<file path="src/rtl/reseed_pkg.sv">
package reseed_pkg;

    typedef enum logic [2:0] {
        PH_IDLE    = 3'd0,
        PH_PRNG    = 3'd1,
        PH_RESEED  = 3'd2,
        PH_LOAD    = 3'd3,
        PH_CAPTURE = 3'd4,
        PH_DONE    = 3'd5
    } phase_e;

    function automatic int unsigned larger_of(input int unsigned a, input int unsigned b);
        return (a > b) ? a : b;
    endfunction

endpackage

</file>
<file path="src/rtl/reseed_lfsr.sv">
module reseed_lfsr #(
    parameter int unsigned    W    = 16,
    parameter logic [W-1:0]   TAPS = 16'h002D,
    parameter logic [W-1:0]   SEED = 16'hACE1
) (
    input  logic         clk,
    input  logic         rst_n,
    input  logic         load,
    input  logic         step,
    input  logic         inj_en,
    input  logic         inj_bit,
    output logic [W-1:0] state,
    output logic         out_bit
);

    logic [W-1:0] tapped;
    logic         feedback;
    logic [W-1:0] state_nx;

    for (genvar g = 0; g < W; g++) begin : g_tap
        if (TAPS[g]) begin : g_on
            assign tapped[g] = state[g];
        end else begin : g_off
            assign tapped[g] = 1'b0;
        end
    end

    always_comb begin
        feedback = (^tapped) ^ (inj_en & inj_bit);
        state_nx = {feedback, state[W-1:1]};
    end

    always_ff @(posedge clk or negedge rst_n) begin
        if (!rst_n)
            state <= SEED;
        else if (load)
            state <= SEED;
        else if (step)
            state <= state_nx;
    end

    assign out_bit = state[0];

    AST_LFSR_HOLD: assert property (@(posedge clk) disable iff (!rst_n)
        (!load && !step) |=> $stable(state));

    AST_LFSR_SHIFT: assert property (@(posedge clk) disable iff (!rst_n)
        (!load && step) |=> (state[W-2:0] == $past(state[W-1:1])));

endmodule

</file>
<file path="src/rtl/reseed_phase_fsm.sv">
module reseed_phase_fsm
    import reseed_pkg::*;
#(
    parameter int unsigned CNT_W    = 12,
    parameter int unsigned INJ_LEN  = 6,
    parameter int unsigned SCAN_LEN = 20
) (
    input  logic             clk,
    input  logic             rst_n,
    input  logic             start,
    input  logic [CNT_W-1:0] prng_count,
    input  logic [CNT_W-1:0] det_count,
    input  logic             tester_tick,
    input  logic             scan_tick,
    output phase_e           phase,
    output logic             lfsr_load,
    output logic             lfsr_step,
    output logic             lfsr_inj,
    output logic             scan_shift,
    output logic             capture,
    output logic [CNT_W:0]   pattern_cnt,
    output logic             done
);

    localparam int unsigned MAXL   = larger_of(INJ_LEN, SCAN_LEN);
    localparam int unsigned STEP_W = $clog2(MAXL + 1);
    localparam logic [STEP_W-1:0] LAST_SHIFT = STEP_W'(SCAN_LEN - 1);
    localparam logic [STEP_W-1:0] LAST_INJ   = STEP_W'(INJ_LEN - 1);

    phase_e             state, state_nx;
    logic [STEP_W-1:0]  step_cnt;
    logic [CNT_W-1:0]   prng_left;
    logic [CNT_W-1:0]   det_left;
    logic               shift_end;
    logic               inj_end;
    logic               launch;

    // next-state logic
    always_comb begin
        shift_end = scan_tick && (step_cnt == LAST_SHIFT);
        inj_end   = tester_tick && (step_cnt == LAST_INJ);
        launch    = start && (state == PH_IDLE || state == PH_DONE);
        state_nx  = state;
        unique case (state)
            PH_IDLE, PH_DONE: begin
                if (start) begin
                    if (prng_count != '0)
                        state_nx = PH_PRNG;
                    else if (det_count != '0)
                        state_nx = PH_RESEED;
                    else
                        state_nx = PH_DONE;
                end
            end
            PH_PRNG: begin
                if (shift_end)
                    state_nx = PH_CAPTURE;
            end
            PH_RESEED: begin
                if (inj_end)
                    state_nx = PH_LOAD;
            end
            PH_LOAD: begin
                if (shift_end)
                    state_nx = PH_CAPTURE;
            end
            PH_CAPTURE: begin
                if (prng_left != '0)
                    state_nx = PH_PRNG;
                else if (det_left != '0)
                    state_nx = PH_RESEED;
                else
                    state_nx = PH_DONE;
            end
            default: state_nx = PH_IDLE;
        endcase
    end

    // state register
    always_ff @(posedge clk or negedge rst_n) begin
        if (!rst_n)
            state <= PH_IDLE;
        else
            state <= state_nx;
    end

    // step and pattern bookkeeping
    always_ff @(posedge clk or negedge rst_n) begin
        if (!rst_n) begin
            step_cnt    <= '0;
            prng_left   <= '0;
            det_left    <= '0;
            pattern_cnt <= '0;
        end else begin
            if (state_nx != state)
                step_cnt <= '0;
            else if (lfsr_step)
                step_cnt <= step_cnt + 1'b1;

            if (launch) begin
                prng_left   <= prng_count;
                det_left    <= det_count;
                pattern_cnt <= '0;
            end
            if (state == PH_PRNG && shift_end)
                prng_left <= prng_left - 1'b1;
            if (state == PH_LOAD && shift_end)
                det_left <= det_left - 1'b1;
            if (state == PH_CAPTURE)
                pattern_cnt <= pattern_cnt + 1'b1;
        end
    end

    // outputs
    always_comb begin
        phase      = state;
        scan_shift = 1'b0;
        lfsr_inj   = 1'b0;
        capture    = 1'b0;
        done       = 1'b0;
        unique case (state)
            PH_PRNG, PH_LOAD: scan_shift = scan_tick;
            PH_RESEED:        lfsr_inj   = 1'b1;
            PH_CAPTURE:       capture    = 1'b1;
            PH_DONE:          done       = 1'b1;
            default: ;
        endcase
        lfsr_step = scan_shift | (lfsr_inj & tester_tick);
        lfsr_load = launch;
    end

    AST_STEP_BOUND: assert property (@(posedge clk) disable iff (!rst_n)
        (step_cnt < STEP_W'(MAXL)));

    AST_RESEED_EXIT: assert property (@(posedge clk) disable iff (!rst_n)
        (state == PH_RESEED) |=> (state == PH_RESEED || state == PH_LOAD));

    AST_LOAD_ENTRY: assert property (@(posedge clk) disable iff (!rst_n)
        (state == PH_LOAD && $past(state) != PH_LOAD) |-> ($past(state) == PH_RESEED));

    AST_CAPTURE_AFTER_SHIFT: assert property (@(posedge clk) disable iff (!rst_n)
        (state == PH_CAPTURE) |-> $past(scan_shift));

    AST_CAPTURE_PULSE: assert property (@(posedge clk) disable iff (!rst_n)
        capture |=> !capture);

    AST_CNT_STEP: assert property (@(posedge clk) disable iff (!rst_n)
        capture |=> (pattern_cnt == (CNT_W+1)'($past(pattern_cnt) + 1'b1)));

    AST_DONE_HOLD: assert property (@(posedge clk) disable iff (!rst_n)
        (state == PH_DONE && !start) |=> (state == PH_DONE && $stable(pattern_cnt)));

endmodule

</file>
<file path="src/rtl/preload_reseed_gen.sv">
module preload_reseed_gen
    import reseed_pkg::*;
#(
    parameter int unsigned          W        = 16,
    parameter logic [W-1:0]         TAPS     = 16'h002D,
    parameter logic [W-1:0]         SEED     = 16'hACE1,
    parameter int unsigned          INJ_LEN  = 6,
    parameter int unsigned          SCAN_LEN = 20,
    parameter int unsigned          CNT_W    = 12
) (
    input  logic             clk,
    input  logic             rst_n,
    input  logic             start,
    input  logic [CNT_W-1:0] prng_count,
    input  logic [CNT_W-1:0] det_count,
    input  logic             tester_tick,
    input  logic             tester_bit,
    input  logic             scan_tick,
    output logic             scan_out,
    output logic             scan_shift,
    output logic             capture,
    output logic [2:0]       phase,
    output logic [CNT_W:0]   pattern_cnt,
    output logic             done
);

    phase_e       ph;
    logic         lfsr_load;
    logic         lfsr_step;
    logic         lfsr_inj;
    logic [W-1:0] lfsr_state;

    reseed_phase_fsm #(
        .CNT_W    (CNT_W),
        .INJ_LEN  (INJ_LEN),
        .SCAN_LEN (SCAN_LEN)
    ) u_fsm (
        .clk         (clk),
        .rst_n       (rst_n),
        .start       (start),
        .prng_count  (prng_count),
        .det_count   (det_count),
        .tester_tick (tester_tick),
        .scan_tick   (scan_tick),
        .phase       (ph),
        .lfsr_load   (lfsr_load),
        .lfsr_step   (lfsr_step),
        .lfsr_inj    (lfsr_inj),
        .scan_shift  (scan_shift),
        .capture     (capture),
        .pattern_cnt (pattern_cnt),
        .done        (done)
    );

    reseed_lfsr #(
        .W    (W),
        .TAPS (TAPS),
        .SEED (SEED)
    ) u_lfsr (
        .clk     (clk),
        .rst_n   (rst_n),
        .load    (lfsr_load),
        .step    (lfsr_step),
        .inj_en  (lfsr_inj),
        .inj_bit (tester_bit),
        .state   (lfsr_state),
        .out_bit (scan_out)
    );

    assign phase = ph;

    AST_NO_SHIFT_IN_RESEED: assert property (@(posedge clk) disable iff (!rst_n)
        (phase == 3'd2) |-> !scan_shift);

    AST_RELOAD_ON_START: assert property (@(posedge clk) disable iff (!rst_n)
        (start && (phase == 3'd0 || phase == 3'd5)) |=> (lfsr_state == SEED));

endmodule

</file>
<file path="config.mk">
export PLATFORM = sky130hd
export DESIGN_NAME = preload_reseed_gen
export DESIGN_NICKNAME = d
export VERILOG_FILES = /design/src/rtl/reseed_pkg.sv /design/src/rtl/reseed_lfsr.sv /design/src/rtl/reseed_phase_fsm.sv /design/src/rtl/preload_reseed_gen.sv
export SDC_FILE = /design/constraint.sdc
export NUM_CORES = 1
export LEC_CHECK = 0
export CAP_MARGIN = 20
export CORE_ASPECT_RATIO = 1.2
export CORE_MARGIN = 2
export CORE_UTILIZATION = 45
export CTS_CLUSTER_SIZE = 20
export DETAILED_ROUTE_END_ITERATION = 8
export DONT_BUFFER_PORTS = 1
export PLACE_DENSITY_LB_ADDON = 0.08
export SLEW_MARGIN = 20
export SYNTH_ARGS = -nofsm -noshare
export SYNTH_HDL_FRONTEND = slang
export SYNTH_HIERARCHICAL = 1
export SYNTH_SLANG_ARGS = --single-unit
</file>
<file path="constraint.sdc">
create_clock -name clk -period 2.5 [get_ports clk]
set_input_delay 0.25 -clock clk [delete_from_list [all_inputs] [get_ports clk]]
set_output_delay 0.25 -clock clk [all_outputs]
set_load 0.02 [all_outputs]
</file>
# Word-level counts from Yosys, hierarchy flattened
# Index checks and enable logic that the tools add are counted.
[classes] n_mul=0 n_bitwise=4 n_shift=0 eq_ne=8 n_div=0 reduce_logical=19 muxes=22 magnitude_cmp=0 addsub=4
[ops] op="two-way mux 12 bit" n=4
[ops] op="nonzero test 12 bit" n=4
[ops] op="two-way mux 16 bit" n=2
[ops] op="two-way mux 13 bit" n=2
[ops] op="subtractor 12 x 1 -> 12 bit, second input constant" n=2
[ops] op="two-way mux 3 bit" n=7
[ops] op="XOR reduction 16 bit" n=1
[ops] op="adder 13 x 1 -> 13 bit, second input constant" n=1
[ops] op="case mux 3 bit (4 select lines)" n=1
[ops] op="two-way mux 5 bit" n=2
[ops] op="nonzero test 2 bit" n=5
[ops] op="== test 3 x 2 -> 1 bit, second input constant" n=2
[ops] op="== test 3 bit, second input constant" n=2
[ops] op="adder 5 x 1 -> 5 bit, second input constant" n=1
[ops] op="== test 5 x 3 -> 1 bit, second input constant" n=1
[ops] op="== test 5 bit, second input constant" n=1
[ops] op="logical AND 1 bit" n=5
[ops] op="two-way mux 1 bit" n=4
[ops] op="OR reduction 2 bit" n=2
[ops] op="== test 3 x 1 -> 1 bit, second input constant" n=1
[ops] op="zero test 3 bit" n=1
[ops] op="!= test 3 bit" n=1
[ops] op="bitwise AND 1 bit" n=2
[ops] op="logical OR 1 bit" n=1
[ops] op="other kinds (2)" n=2
[word_totals] n_memories=0 reg_bits=61 ramBits=0 rom_bits=0 out_inout_bits=20 input_bits=30 latch_bits=0

# Depth between registers and ports, before layout
[depth] word_depth=7 ltp_mapped=8 depth_no_buf=8

# Hierarchy
# Netlist, hierarchy kept.
[modules_own_cells] mod="reseed_phase_fsm" cells_each=298 area_per_inst_um2=2680.1 instances=1
[modules_own_cells] mod="reseed_lfsr" cells_each=57 area_per_inst_um2=714.4 instances=1

# Worst setup path after synthesis
# No wires, ideal clock.
[synth_timing] kind="register -> register" start="register u_fsm.state[0], in the netlist u_fsm/phase[0]" end="register u_lfsr.state[12]" path_slack_ps=104 stages_incl_launch_ff=9 required_time_ps=2368 t_arrival_ps=2264 path_buffers=4 path_cell_list="dfrtp_1 > clkbuf_1 > and3b_1 > or2_2 > clkbuf_1 > buf_2 > buf_4 > mux2i_1 > nor2_1"
[synth_between] elab_chain_len=5 elab_cells_between_ends=14 cone_classes="4 x eq/ne; 3 x mux; 2 x bitwise; 5 x reduce/logical"
[synth_rtl] item="from (decl)" line="reseed_phase_fsm.sv:30" source="phase_e state, state_nx;"
[synth_rtl] item="from (signal assigned)" line="reseed_phase_fsm.sv:84" source="state <= state_nx;"
[synth_rtl] item="== test 3 x 2 -> 1 bit or == test 3 x 1 -> 1 bit (tied branches)" line="reseed_phase_fsm.sv:121" source="unique case (state)"
[synth_rtl] item="OR reduction 2 bit (no source line) (*)"
[synth_rtl] item="two-way mux 1 bit (*)" line="reseed_phase_fsm.sv:121"
[synth_rtl] item="via scan_shift" line="preload_reseed_gen.sv:20" source="output logic scan_shift,"
[synth_rtl] item="bitwise OR 1 bit (*)" line="reseed_phase_fsm.sv:128" source="lfsr_step = scan_shift | (lfsr_inj & tester_tick);"
[synth_rtl] item="via lfsr_step" line="preload_reseed_gen.sv:29" source="logic lfsr_step;"
[synth_rtl] item="nonzero test 2 bit (no source line) (*)"
[synth_rtl] item="to (signal assigned)" line="reseed_lfsr.sv:39" source="state <= state_nx;"
[synth_rtl] item="to (decl)" line="reseed_lfsr.sv:12" source="output logic [W-1:0] state,"
# The timed path passes the listed nets; every way through them passes the cells marked *.
# A chain may end at the register's enable or synchronous reset.

# Worst setup path in the final report
[layout_timing] start="register u_fsm.det_left[6]" end="register u_fsm.step_cnt[1]"
[layout_between] elab_chain_len=6 elab_cells_between_ends=7 cone_classes="1 x eq/ne; 4 x mux; 2 x reduce/logical"
[layout_rtl] item="from (decl)" line="reseed_phase_fsm.sv:33" source="logic [CNT_W-1:0] det_left;"
[layout_rtl] item="from (signal assigned)" line="reseed_phase_fsm.sv:102" source="det_left <= det_count;"
[layout_rtl] item="from (signal assigned)" line="reseed_phase_fsm.sv:108" source="det_left <= det_left - 1'b1;"
[layout_rtl] item="nonzero test 12 bit (*)" line="reseed_phase_fsm.sv:70" source="else if (det_left != '0)"
[layout_rtl] item="two-way mux 3 bit (*)" line="reseed_phase_fsm.sv:70"
[layout_rtl] item="two-way mux 3 bit (*)" line="reseed_phase_fsm.sv:68" source="if (prng_left != '0)"
[layout_rtl] item="case mux 3 bit (4 select lines) (*)" line="reseed_phase_fsm.sv:44" source="unique case (state)"
[layout_rtl] item="!= test 3 bit (*)" line="reseed_phase_fsm.sv:95" source="if (state_nx != state)"
[layout_rtl] item="two-way mux 5 bit or nonzero test 2 bit (tied branches)"
[layout_rtl] item="to (signal assigned)" line="reseed_phase_fsm.sv:98" source="step_cnt <= step_cnt + 1'b1;"
[layout_rtl] item="to (decl)" line="reseed_phase_fsm.sv:31" source="logic [STEP_W-1:0] step_cnt;"
# Mark *: on every way between the ends. The rest lies on a longest branch, timed or not.

==> impl_metrics.tcl <==
set metrics [dict create \
    status "finished, final reports clean" \
    worstPathMaxFanout 6 \
    drt-wirelength-per-cell_um 17.0 \
    grt_antenna_before_repair 0 \
    fin_skew_ns 0.0108 \
    hold_viol_final 0 \
    cts-buffers-inserted 9 \
    syn_area_per_cell_um2 9.57 \
    critPathSlowestCell "or4_4" \
    cp.arrival_ns 2.63 \
    finalCritPeriodShare 0.962 \
    n_fill_cell 676 \
    worst_setup_path_start_kind "flip-flop" \
    numPortBuffers 0 \
    postSynthNetCount 391 \
    clock_sinks 61 \
    highest_layer "met4" \
    drt-met1-wl_mm 3.48 \
    p_int_mw 2.63 \
    layout.nets 410 \
    tightest_slew_ns 0.457 \
    cts_tree "done" \
    drive_above_1_share 0.159 \
    clock_power_share 0.216 \
    slowest_delay_ns 0.57 \
    dr.first_iter.drc_count 133 \
    worst_hold_path_type "in -> reg" \
    cts_max_path_buffers 2 \
    cp_data_required_time_ns 2.73 \
    h-tree-depth 3 \
    synth_area_um2 3390 \
    reg2reg_depth 6 \
    first_pass_iters 4 \
    combPwrFrac 0.343 \
    remaining_drc_errors 0 \
    layout_common_cells "53 x dfrtp_1, 35 x nor2_1, 34 x nand2_1" \
    initial_utilization 0.466 \
    timing.final.crit_period_ns 2.41 \
    wl_met2_mm 3.96 \
    wl_met3_um 392 \
    ant_nets 0 \
    min_from "det_count[6]" \
    crit_type "reg -> reg" \
    switching_power_mw 1.49 \
    power_frac_seq 0.441 \
    track_usage 0.201 \
    grt_pass1_vias 2778 \
    final.setup.tns_ns 0 \
    dp_hpwl_mm 5.55 \
    mostFrequentLayoutCell "dfrtp_1" \
    num_io_pins 50 \
    setup_viol 0 \
    antenna_cells 0 \
    grt_pass1_wl_mm 13.3 \
    maxCapViolCount 0 \
    peakVddDrop_uv 525 \
    sw_frac_of_total 0.362 \
    grt_max_degree 62 \
    r2r-end "u_fsm/step_cnt[1]$_DFFE_PN0P_" \
    r2r-start "u_fsm/det_left[6]$_DFFE_PN0P_" \
    leakage_nw 1.63 \
    finalWirelength_mm 7.97 \
    cts.clk_slew.worst_paths_ns 0.07 \
    via_per_inst 5.96 \
    hold_depth 1 \
    cts_root_buf "clkbuf_8" \
    row_count 34 \
    rsz0062_at_grt "no" \
    whs_endpoint "u_fsm/det_left[6]$_DFFE_PN0P_" \
    worst-r2r-setup-slack_ns 0.09 \
    worstSetupEndpointType "flip-flop" \
    relSlewSlack 0.695 \
    max_freq_ghz 0.416 \
    die_x_um 83.2 \
    die_y_um 99.0 \
    routabilityCongestion 0.789 \
    ys_warn_count 6 \
    vias 2787 \
    area_growth_pct 13.7 \
    syn_inst 354 \
    core_area_um2 7270 \
    clock_latency_ns 0.34 \
    crit_chain "or4_4, nor4_4, or4b_4, o21ai_4, o31ai_4, a2111oi_4" \
    pwr_density_cell_nw_per_um2 1070 \
    die_area_um2 8240 \
    report.final.slew_viol_count 0 \
    grt_overflow 0 \
    fin_util 0.529 \
]
-- power by group through the flow --
stage | Sequential [mW] | Clock (mW) | Combinational, mW
2_1_floorplan | 1.76 | 0 | 1.08
3_3_place_gp | 1.83 | 0 | 1.31
3_5_place_dp | 1.84 | 0 | 1.35
4_1_cts | 1.82 | 0.926 | 1.38
5_1_grt | 1.88 | 0.962 | 1.58
6_report | 1.82 | 0.892 | 1.41
-- state kept, by name, summed over array words and instances, names as in the netlist --
name and flops:
u_fsm/det_left 12, u_fsm/pattern_cnt 13, u_fsm/phase 3, u_fsm/prng_left 12
u_fsm/step_cnt 5, u_lfsr/state 16
-- metrics by stage --
stage	hold WS [ns]	power (mW)	area, um^2	instances	setup WS (ns)
2_1_floorplan	-0.0456	2.84	3390	354	0.104
3_3_place_gp	-0.0441	3.14	3560	446	0.130
3_5_place_dp	-0.0437	3.19	3560	446	0.110
4_1_cts	0.0214	4.13	3800	464	0.0625
5_1_grt	0.0266	4.42	3850	468	0.0110
6_report	0.0428	4.12	3850	468	0.0948
-- final cells by class --
type                       instances  area [um^2]  area share
multi-input combinational        266         1750       0.455
clock buffer                      12          155      0.0403
clock inverter                     4         47.5      0.0123
sequential                        61         1540       0.399
tap                               90          113      0.0292
timing repair buffer              21          193      0.0500
inverter                          14         52.6      0.0136
-- worst max-delay path by stage --
stage	startpoint	to	slack [ns]
finish	u_fsm/det_left[6]$_DFFE_PN0P_	u_fsm/step_cnt[1]$_DFFE_PN0P_	0.09
global route	u_fsm/det_left[6]$_DFFE_PN0P_	u_fsm/step_cnt[1]$_DFFE_PN0P_	0.01
CTS	u_fsm/det_left[6]$_DFFE_PN0P_	u_fsm/step_cnt[1]$_DFFE_PN0P_	0.06
detailed placement	u_fsm/det_left[6]$_DFFE_PN0P_	u_fsm/step_cnt[1]$_DFFE_PN0P_	0.11
global placement	u_fsm/det_left[6]$_DFFE_PN0P_	u_fsm/step_cnt[1]$_DFFE_PN0P_	0.13
floorplan	u_fsm/phase[0]$_DFF_PN0_	u_lfsr/state[12]$_DFFE_PN0P_	0.10
-- routing by layer --
metal / GRT usage / vias to the layer above
met5: 0 / -
met4: 0.0921 / 0
met3: 0.0586 / 6
met2: 0.337 / 51
met1: 0.239 / 1368
li1: - / 1362
-- critical path: cells and delay by family, from the launching register on --
kind,cells,cell delay (ns)
AO/OA/AOI/OAI,3,0.51
flip-flops,1,0.40
AND/OR/NAND/NOR,3,1.38
-- what timing repair did --
| action | CTS | global route |
|---|---|---|
| endpoints found under the hold margin | 61 | 0 |
| setup buffers | 0 | 4 |
| hold buffers | 2 | 0 |
| gates resized for setup | 0 | 3 |
| setup endpoints to repair | 0 | 1 |
Note: power is estimated with default switching activity, not from simulation.
